--- src/rtl/clkout_mode_ctrl.sv ---
module clkout_mode_ctrl #(
  parameter int SYNC_STAGES = 2
) (
  input  logic       clk,
  input  logic       rst_n,
  input  logic       pwr_dn_n,
  input  logic       stop_n,
  input  logic [1:0] mode_sel,
  output logic [1:0] state_o,
  output logic [1:0] mode_o,
  output logic       src_on_o,
  output logic [2:0] true_code_o,
  output logic [2:0] comp_code_o
);

  localparam logic [1:0] ST_PD   = 2'b00;
  localparam logic [1:0] ST_STOP = 2'b01;
  localparam logic [1:0] ST_RUN  = 2'b10;

  localparam logic [2:0] DRV_HIZ  = 3'd0;
  localparam logic [2:0] DRV_LOW  = 3'd1;
  localparam logic [2:0] DRV_HIGH = 3'd2;
  localparam logic [2:0] DRV_PA   = 3'd3;
  localparam logic [2:0] DRV_PLL  = 3'd4;
  localparam logic [2:0] DRV_REF  = 3'd5;

  logic [SYNC_STAGES-1:0] pd_sync, st_sync;
  logic [1:0] state_q, state_d, mode_q;
  logic       pd_ok, st_ok;

  always_ff @(posedge clk or negedge rst_n) begin
    if (!rst_n) begin
      pd_sync <= '0;
      st_sync <= '0;
    end else begin
      pd_sync <= {pd_sync[SYNC_STAGES-2:0], pwr_dn_n};
      st_sync <= {st_sync[SYNC_STAGES-2:0], stop_n};
    end
  end

  assign pd_ok = pd_sync[SYNC_STAGES-1];
  assign st_ok = st_sync[SYNC_STAGES-1];

  always_comb begin
    if (!pd_ok)      state_d = ST_PD;
    else if (!st_ok) state_d = ST_STOP;
    else             state_d = ST_RUN;
  end

  always_ff @(posedge clk or negedge rst_n) begin
    if (!rst_n) begin
      state_q <= ST_PD;
      mode_q  <= 2'b00;
    end else begin
      state_q <= state_d;
      if (state_q == ST_PD) mode_q <= mode_sel;
    end
  end

  always_comb begin
    true_code_o = DRV_LOW;
    comp_code_o = DRV_LOW;
    case (state_q)
      ST_STOP: begin
        true_code_o = DRV_LOW;
        comp_code_o = DRV_HIGH;
      end
      ST_RUN: begin
        case (mode_q)
          2'b00:   begin true_code_o = DRV_PA;  comp_code_o = DRV_PA;  end
          2'b01:   begin true_code_o = DRV_HIZ; comp_code_o = DRV_HIZ; end
          2'b10:   begin true_code_o = DRV_PLL; comp_code_o = DRV_PLL; end
          default: begin true_code_o = DRV_REF; comp_code_o = DRV_REF; end
        endcase
      end
      default: ;
    endcase
  end

  assign state_o  = state_q;
  assign mode_o   = mode_q;
  assign src_on_o = (state_q != ST_PD);


  pd_forces_gnd_chk: assert property (@(posedge clk) disable iff (!rst_n)
    !pd_ok |=> (state_o == ST_PD) && !src_on_o && (true_code_o == DRV_LOW) && (comp_code_o == DRV_LOW));


  stop_holds_levels_chk: assert property (@(posedge clk) disable iff (!rst_n)
    (pd_ok && !st_ok) |=> src_on_o && (true_code_o == DRV_LOW) && (comp_code_o == DRV_HIGH));


  mode_frozen_chk: assert property (@(posedge clk) disable iff (!rst_n)
    ($past(state_q) != ST_PD) |-> $stable(mode_o));


  run_follows_sync_chk: assert property (@(posedge clk) disable iff (!rst_n)
    (pd_ok && st_ok) |=> (state_o == ST_RUN));


  legal_state_chk: assert property (@(posedge clk) disable iff (!rst_n)
    state_o != 2'b11);

endmodule

--- config.mk ---
export PLATFORM = sky130hd
export DESIGN_NAME = clkout_mode_ctrl
export DESIGN_NICKNAME = d
export VERILOG_FILES = /design/src/rtl/clkout_mode_ctrl.sv
export SDC_FILE = /design/constraint.sdc
export NUM_CORES = 1
export LEC_CHECK = 0
export ABC_AREA = 1
export BUFFER_PORTS_ARGS = -buffer_cell sky130_fd_sc_hd__buf_4
export CAP_MARGIN = 20
export CORE_AREA = 4 4 41 43
export DETAILED_ROUTE_END_ITERATION = 6
export DIE_AREA = 0 0 45 47
export RECOVER_POWER = 100
export SYNTH_ARGS = -nofsm -noshare
export SYNTH_HDL_FRONTEND = slang
export SYNTH_SLANG_ARGS = --single-unit
--- constraint.sdc ---
create_clock -name clk -period 0.9 [get_ports clk]
set_input_delay 0.18 -clock clk [delete_from_list [all_inputs] [get_ports clk]]
set_output_delay 0.18 -clock clk [all_outputs]
set_load 0.02 [all_outputs]
### Word-level counts from Yosys, hierarchy flattened

Cells that the tools add are included.

* reduce and logical (&&, ||, !) cells: 3
* multiplexer cells: 5
* equal/unequal tests: 4

Operators with widths (number)
* case mux 3 bit (3 select lines): 1
* case mux 3 bit (2 select lines): 1
* equality test 2 x 1 -> 1 bit, second input constant: 2
* equality test 2 bit, second input constant: 2
* logical NOT 2 bit: 2
* 2-to-1 mux 2 bit: 2
* 2-to-1 mux 3 bit: 1
* nonzero test 2 bit: 1

* bits in registers: 8
* output and inout bits: 11

### Logic depth before layout (Yosys ltp)

Gate-level depths: netlist of run 1.

* depth in word-level cells: 3
* depth in mapped cells: 4
* gate-level depth less buffers: 4

### Worst setup path after synthesis of run 1

Ideal clock, no wire load.

* path type: register to output
* start: register mode_q[0], in the netlist mode_o[0]
* end: output comp_code_o[0]
* path buffers: 0
* setup slack: -0.555 ns
* stages on the path, launching flop included: 5
* arrival: 1.275 ns
* cells stage by stage: dfrtp_1 -> inv_1 -> ha_1 -> nand2_1 -> o21a_1

* longest elaborated chain between the ends: 3

RTL lines
* from (decl): RTL line 28 `logic [1:0] state_q, state_d, mode_q;`
* from (signal assigned): RTL line 56 `if (state_q == ST_PD) mode_q <= mode_sel;`
* equality test 2 bit, or another cell as far along: RTL line 69 `case (mode_q)`
* case mux 3 bit (3 select lines) *: RTL line 69
* case mux 3 bit (2 select lines) *: RTL line 63 `case (state_q)`
* to (decl): RTL line 13 `output logic [2:0] comp_code_o`

Every way passes the cells marked *; elsewhere a longest branch is shown, timed or not.

### Worst setup path in the final report of run 1

* start: register mode_q[1], in the netlist mode_o[1]
* end: output comp_code_o[0]

Same word-level chain as after synthesis.

==> results of run 1 <==
==> flip-flops by register name (all words and copies together), names as in the netlist <==
name,count
mode_o,2
pd_sync,2
st_sync,2
state_o,2
==> kinds of logic after synthesis <==
| family | after synthesis | synth area share |
|---|---|---|
| fa+ha+maj | 6 | 0.1980 |
| flops | 8 | 0.5280 |
| compound gates | 4 | 0.05940 |
| simple gates | 9 | 0.1056 |
| buf+inv | 11 | 0.1089 |
==> worst max-delay path by stage <==
| stage | from | to | cells past startpoint |
|---|---|---|---|
| after global placement | state_o[0] | comp_code_o[2] | 5 |
| final | mode_o[1] | comp_code_o[0] | 5 |
| after floorplan | state_o[1] | comp_code_o[2] | 4 |
| after CTS | state_o[0] | comp_code_o[2] | 5 |
| after global routing | state_o[0] | comp_code_o[2] | 5 |
| after detailed placement | state_o[0] | comp_code_o[2] | 5 |
==> synthesized netlist by cell type <==
| master | number | area, um2 |
|---|---|---|
| dfrtp_1 | 8 | 200.2 |
| nand2_1 | 5 | 18.77 |
| a21oi_1 | 1 | 5.000 |
| nor2_1 | 3 | 11.26 |
| ha_1 | 6 | 75.07 |
| inv_1 | 11 | 41.29 |
| o21a_1 | 1 | 7.510 |
| o21ai_0 | 2 | 10.01 |
| nor3_2 | 1 | 10.01 |
==> power by group through the flow <==
stage | clock network, W | registers (W) | logic [W]
global route | 0.000322 | 0.000417 | 0.000395
CTS | 0.000305 | 0.000413 | 0.000358
global placement | 0 | 0.000412 | 0.000302
detailed placement | 0 | 0.000414 | 0.000304
finish | 0.000288 | 0.000414 | 0.000368
floorplan | 0 | 0.000430 | 0.000175
==> repair_timing <==
| action | CTS | global route |
|---|---|---|
| hold endpoints to repair | 8 | 0 |
| gates resized for setup | 16 | 5 |
| pin swaps | 4 | 0 |
| setup endpoints to repair | 13 | 13 |
| buffers inserted | 4 | 2 |
| gates cloned | 0 | 0 |
| hold buffers | 1 | 0 |
==> through the flow <==
step / cell area [um2] / hold slack (ps)
6_report: 800.8 / 50.83
5_1_grt: 800.8 / 42.70
4_1_cts: 772.0 / 18.52
3_5_place_dp: 645.6 / 2.465
3_3_place_gp: 645.6 / 2.447
2_1_floorplan: 484.2 / -115.6
==> routing by layer <==
metal  GRT usage  vias to the layer above
li1            -                      172
met1     0.09412                      167
met2      0.1469                       12
met3     0.01149                        0
met4     0.08772                        0
met5           0                        -
==> final cells by class <==
type	count	area, um2
fill	113	500.5
multi-input combinational	19	252.7
timing repair buffer	26	239.0
sequential	8	205.2
inverter	11	58.81
clock buffer	4	26.28
tap	15	18.77
==> results.md, run 1 <==
- Outcome: finished with violations
- Failing checks: setup timing
- Largest delay contributor family on the critical path: flip-flops
- Avg Cell Area, Syn: 9.977 um2
- Max Buffers Root-to-Sink: 2
- Worst-path maximum fanout: 4
- Starting Density: 0.2913
- Reg2Reg Depth: 5
- Commonest non-fill, non-tap cell in the layout: buf_6
- Yosys cell types: 9
- Setup-failing EPs final: 13
- F_max: 674.8 MHz
- Type of origin of the critical path: flip-flop
- Setup Crit Path Kind: reg -> out
- Slew @ Worst Pin: 414.4 ps
- IO Count: 17
- Critical Path Max Stage Delay: 420 ps
- Min Tclk post-route: 1482 ps
- HPWL Detailed: 583.4 um
- Power Dens Cells: 1336 nW/um2
- Post-Syn Nets: 50
- Synth Register Bits: 8
- CP endpoint kind: output pin
- Max Used Layer: met3
- Final hold viol count: 0
- Headroom to the max-slew limit: 0.7237
- Ratio of cells with drive above 1 in the final layout: 0.7794
- Final net count: 81
- Post-Synthesis Cell Area: 379.1 um2
- Placed cell count: 72
- RSZ-0062 raised after global routing: yes
- Core ar.: 1301 um2
- Slew Viols, Final: 0
- Synthesis-to-layout area growth: 111.2%
- Buffers on Ports: 16
- Avg Vias per Cell: 4.229
- Commonest cells after routing, fill and taps aside: 12 x buf_6, 10 x buf_4, 7 x inv_4
- Antenna cells: 0
- Skew-Pair Late Insertion Delay: 250 ps
- Clk pin slew, worst setup/hold paths: 60 ps
- R2R Path End: mode_o[1]
- Setup slack, reg-to-reg: -130 ps
- Cells after Synth: 38
- Die W: 45 um
- Worst reg2reg startpoint: state_o[1]
- CTS buffer count: 3
- DRT Pass-1 Iters: 2
- Overall power: 0.001070 W
- Pin count of the biggest net entering global routing: 9
- Seq pwr share: 0.387
- Vias: 351
- Worst Hold End: st_sync[0]
- Max Cap Viol: 0
- Final wirelength: 779 um
- P_leak: 0.3769 nW
- Residual DRC: 0
- Site Rows: 13
- Logic pwr share: 0.344
- Initial antenna violation count: 0
- Fin Setup TNS: -4628 ps
- Arrival @ worst endpoint: 1300 ps
- Total internal power: 0.0007503 W
- CP max stage cell: dfrtp_2
- Origin of the worst min-delay path: stop_n
- Final worst setup slack: -581.8 ps
- Met2 WL: 411 um
- First-pass GRT wire length: 1.276 mm
- Overflow after GRT: 0
- Die footprint: 2115 um2
- Met3 wire len: 54 um
- H-tree Lvls: 1
- Post-DRT Antenna Nets: 0
- Final core occ: 0.6154
- CP cell instances: inv_2, ha_4, nand2_2, o21a_4, buf_6
- Met1 wire length: 312 um
- 1st-iter DRT viols: 2
- Clock Power Share: 0.269
- Worst Hold Class: in -> reg
- Setup Skew: 10.34 ps
- Clock root cell: clkbuf_4
- Non-Filler Instances: 83
- CTS sink cnt: 8
- Worst vdd ir: 803.0 uV
- Worst endpoint required time: 720 ps
- Tot GR Track Use: 0.08793
- Synth warn: 0
- Hold path cells: 1
- Vias in the first global route: 323
- Switching Share: 0.2986
- CTS tree: built
- RD Place Congestion: 0.6491
- Tcrit/Tclk final: 1.646
- CP Buf/Inv Count: 2
- Sequential element share of the synthesized area: 0.5281
- DR WL/cell: 9.386 um
- Sw Pwr: 0.0003195 W
- Die Height: 47 um
- Place WS: -344.5 ps
Power figures use the tool's default switching activity.
==> run 2: changes to the inputs <==
--- a/config.mk
+++ b/config.mk
@@ -5,7 +5,6 @@
 export SDC_FILE = /design/constraint.sdc
 export NUM_CORES = 1
 export LEC_CHECK = 0
-export ABC_AREA = 1
 export BUFFER_PORTS_ARGS = -buffer_cell sky130_fd_sc_hd__buf_4
 export CAP_MARGIN = 20
 export CORE_AREA = 4 4 41 43
==> results.md, run 2 <==
- Setup-failing EPs final: 13 (unchanged)
- Cell taking the most area after synthesis: dfrtp_1 (unchanged)
- Overall power: 0.001097 W (was 0.001070 W)
- IO Count: 17 (unchanged)
- CTS tree: built (unchanged)
- Setup Skew: 4.722 ps (was 10.34 ps)
- Cells after Synth: 31 (was 38)
- Residual DRC: 0 (unchanged)
- Total internal power: 0.0007860 W (was 0.0007503 W)
- Worst Hold Class: in -> reg (unchanged)
- Commonest cells after routing, fill and taps aside: 16 x buf_6, 12 x buf_4, 5 x clkbuf_4 (was 12 x buf_6, 10 x buf_4, 7 x inv_4)
- Logic pwr share: 0.362 (was 0.344)
- Avg Vias per Cell: 4.317 (was 4.229)
- Synth top cells by count: 8 x dfrtp_1, 6 x ha_1, 5 x inv_1 (was 11 x inv_1, 8 x dfrtp_1, 6 x ha_1)
- Commonest non-fill, non-tap cell in the layout: buf_6 (unchanged)
- Site Rows: 13 (unchanged)
- CTS sink cnt: 8 (unchanged)
- DR WL/cell: 12.10 um (was 9.386 um)
- H-tree Lvls: 1 (unchanged)
- Arrival @ worst endpoint: 1340 ps (was 1300 ps)
- Outcome: finished with violations (unchanged)
- Headroom to the max-slew limit: 0.7229 (was 0.7237)
- Post-DRT Antenna Nets: 0 (unchanged)
- Final hold viol count: 0 (unchanged)
- Post-Syn Nets: 43 (was 50)
- P_leak: 0.3806 nW (was 0.3769 nW)
- RD Place Congestion: 0.6606 (was 0.6491)
- Overflow after GRT: 0 (unchanged)
- Area share of the largest cell type after synthesis: 0.5442 (was 0.5281)
- Min Tclk post-route: 1517 ps (was 1482 ps)
- Place WS: -358.8 ps (was -344.5 ps)
- Hold path cells: 1 (unchanged)
- Main area contributors after synthesis: dfrtp_1 54%, ha_1 20%, inv_1 5.1% (was dfrtp_1 53%, ha_1 20%, inv_1 11%)
- First-pass GRT wire length: 1.607 mm (was 1.276 mm)
- Switching Share: 0.2838 (was 0.2986)
- Max Buffers Root-to-Sink: 2 (unchanged)
- Reg2Reg Depth: 6 (was 5)
- Sw Pwr: 0.0003115 W (was 0.0003195 W)
- Yosys cell types: 10 (was 9)
- Synthesis-to-layout area growth: 123.8% (was 111.2%)
- Most used routing layer: met2 (unchanged)
- Tcrit/Tclk final: 1.685 (was 1.646)
- Fin Setup TNS: -5274 ps (was -4628 ps)
- Failing checks: setup timing (unchanged)
- Slew Viols, Final: 0 (unchanged)
- Worst-path maximum fanout: 4 (unchanged)
- Final worst setup slack: -616.9 ps (was -581.8 ps)
- Starting Density: 0.2827 (was 0.2913)
- Sequential element share of the synthesized area: 0.5442 (was 0.5281)
- Slew @ Worst Pin: 415.7 ps (was 414.4 ps)
- Final core occ: 0.6327 (was 0.6154)
- CTS buffer count: 3 (unchanged)
- Avg Cell Area, Syn: 11.87 um2 (was 9.977 um2)
- Clock root cell: clkbuf_4 (unchanged)
- Post-synth ARST share: 1.000 (unchanged)
- Type of origin of the critical path: flip-flop (unchanged)
- Skew-Pair Late Insertion Delay: 250 ps (about the same)
- Core ar.: 1301 um2 (unchanged)
- Max Cap Viol: 0 (unchanged)
- Vias in the first global route: 363 (was 323)
- Count leader, synth: dfrtp_1 (was inv_1)
- Post-synth EDFFs: 0 (unchanged)
- Clock Power Share: 0.262 (was 0.269)
- Synth Register Bits: 8 (unchanged)
- Tot GR Track Use: 0.1120 (was 0.08793)
- Grt met2 use: 0.1949 (was 0.1469)
- Buffers on Ports: 16 (unchanged)
- Post-Synthesis Cell Area: 367.9 um2 (was 379.1 um2)
- Antenna cells: 0 (unchanged)
- Pin count of the biggest net entering global routing: 9 (unchanged)
- Worst endpoint required time: 720 ps (about the same)
- Synth warn: 0 (unchanged)
- Vias: 354 (was 351)
- HPWL Detailed: 639.9 um (was 583.4 um)
- RSZ-0062 raised after global routing: yes (unchanged)
- 1st-iter DRT viols: 1 (was 2)
- Initial antenna violation count: 0 (unchanged)
- Met3 Usage GRT: 0.02299 (was 0.01149)
- Clk pin slew, worst setup/hold paths: 60 ps (about the same)
- Die footprint: 2115 um2 (unchanged)
- Primary FF master, synth: dfrtp_1 (unchanged)
- Seq pwr share: 0.376 (was 0.387)
- F_max: 659.2 MHz (was 674.8 MHz)
- Worst vdd ir: 813.0 uV (was 803.0 uV)
- CP endpoint kind: output pin (unchanged)
- Final net count: 80 (was 81)
- Met1 Use GR: 0.1179 (was 0.09412)
- Die Height: 47 um (unchanged)
- Die W: 45 um (unchanged)
- DRT Pass-1 Iters: 2 (unchanged)
- Setup Crit Path Kind: reg -> out (unchanged)
- Final wirelength: 992 um (was 779 um)
- Ratio of cells with drive above 1 in the final layout: 0.8507 (was 0.7794)
- Power Dens Cells: 1333 nW/um2 (was 1336 nW/um2)
## run 2: cell types whose count changed in the layout (fill, tap and decap cells not counted), moves of 2 or more
cell     change
nand2_1      -3
and2_4       +2
nor2_4       -2
buf_6        +4
buf_4        +2
inv_4        -5
inv_1        -2
## run 2: timing repair
| item | 4_1_cts | 5_1_grt |
|---|---|---|
| endpoints found under the hold margin | 8 | 0 |
| buffers inserted | 4 | 6 |
| pin swaps | 1 | 3 |
| setup endpoints to repair | 13 | 13 |
| resized for setup | 18 | 14 |
| hold buffers | 1 | 0 |
## run 2: power by group through the flow
stage          registers (W)  logic, W  clock network [W]
5_1_grt             0.000417  0.000430           0.000335
3_3_place_gp        0.000411  0.000277                  0
4_1_cts             0.000411  0.000358           0.000309
3_5_place_dp        0.000412  0.000279                  0
6_report            0.000413  0.000397           0.000287
2_1_floorplan       0.000428  0.000126                  0
## run 2: area by class of cell
cell class	count	area (um2)
well taps	15	18.77
multi-input cells	18	250.2
repair buffers	32	299.0
fillers	110	478.0
flip-flops and latches	8	205.2
clock buffers	4	26.28
inverters	5	23.77
## run 2: critical path: stages, from the launching register on
cell	delay, ps
dfrtp_2	440
ha_4	200
and2_4	140
o21a_4	190
buf_6	120
## run 2: stage by stage
stage               cell area (um2)  std cells  hold WS, ps
detailed placement            624.3         70        1.641
global route                  823.3         82        41.29
floorplan                     425.4         31       -115.6
CTS                           774.5         79        24.43
finish                        823.3         82        60.39
global placement              624.3         70      -0.1430
## run 2: worst paths after layout
| path | start | end | slack, ps |
|---|---|---|---|
| hold / removal | pwr_dn_n | pd_sync[0] | 60 |
| hold reg to reg | pd_sync[0] | pd_sync[1] | 350 |
| setup / recovery | state_o[1] | comp_code_o[1] | -620 |
| min in group asynchronous | rst_n | st_sync[1] | 370 |
| setup reg to reg | state_o[1] | mode_o[1] | -200 |
| max in group asynchronous | rst_n | mode_o[0] | 210 |
## run 2: cell families after synthesis
family,count (synthesis),synth area share
AOI/OAI and AO/OA,4,0.06802
adders and majority gates,6,0.2041
buffers and inverters,5,0.05103
DFF,8,0.5442
muxes,1,0.02721
and+or+nand+nor,7,0.1054
## run 2: per-layer routing
metal | routed length (um) | vias to the layer above
li1 | - | 172
met1 | 327 | 174
met2 | 617 | 8
met3 | 47 | 0
met4 | 0 | 0
met5 | 0 | -
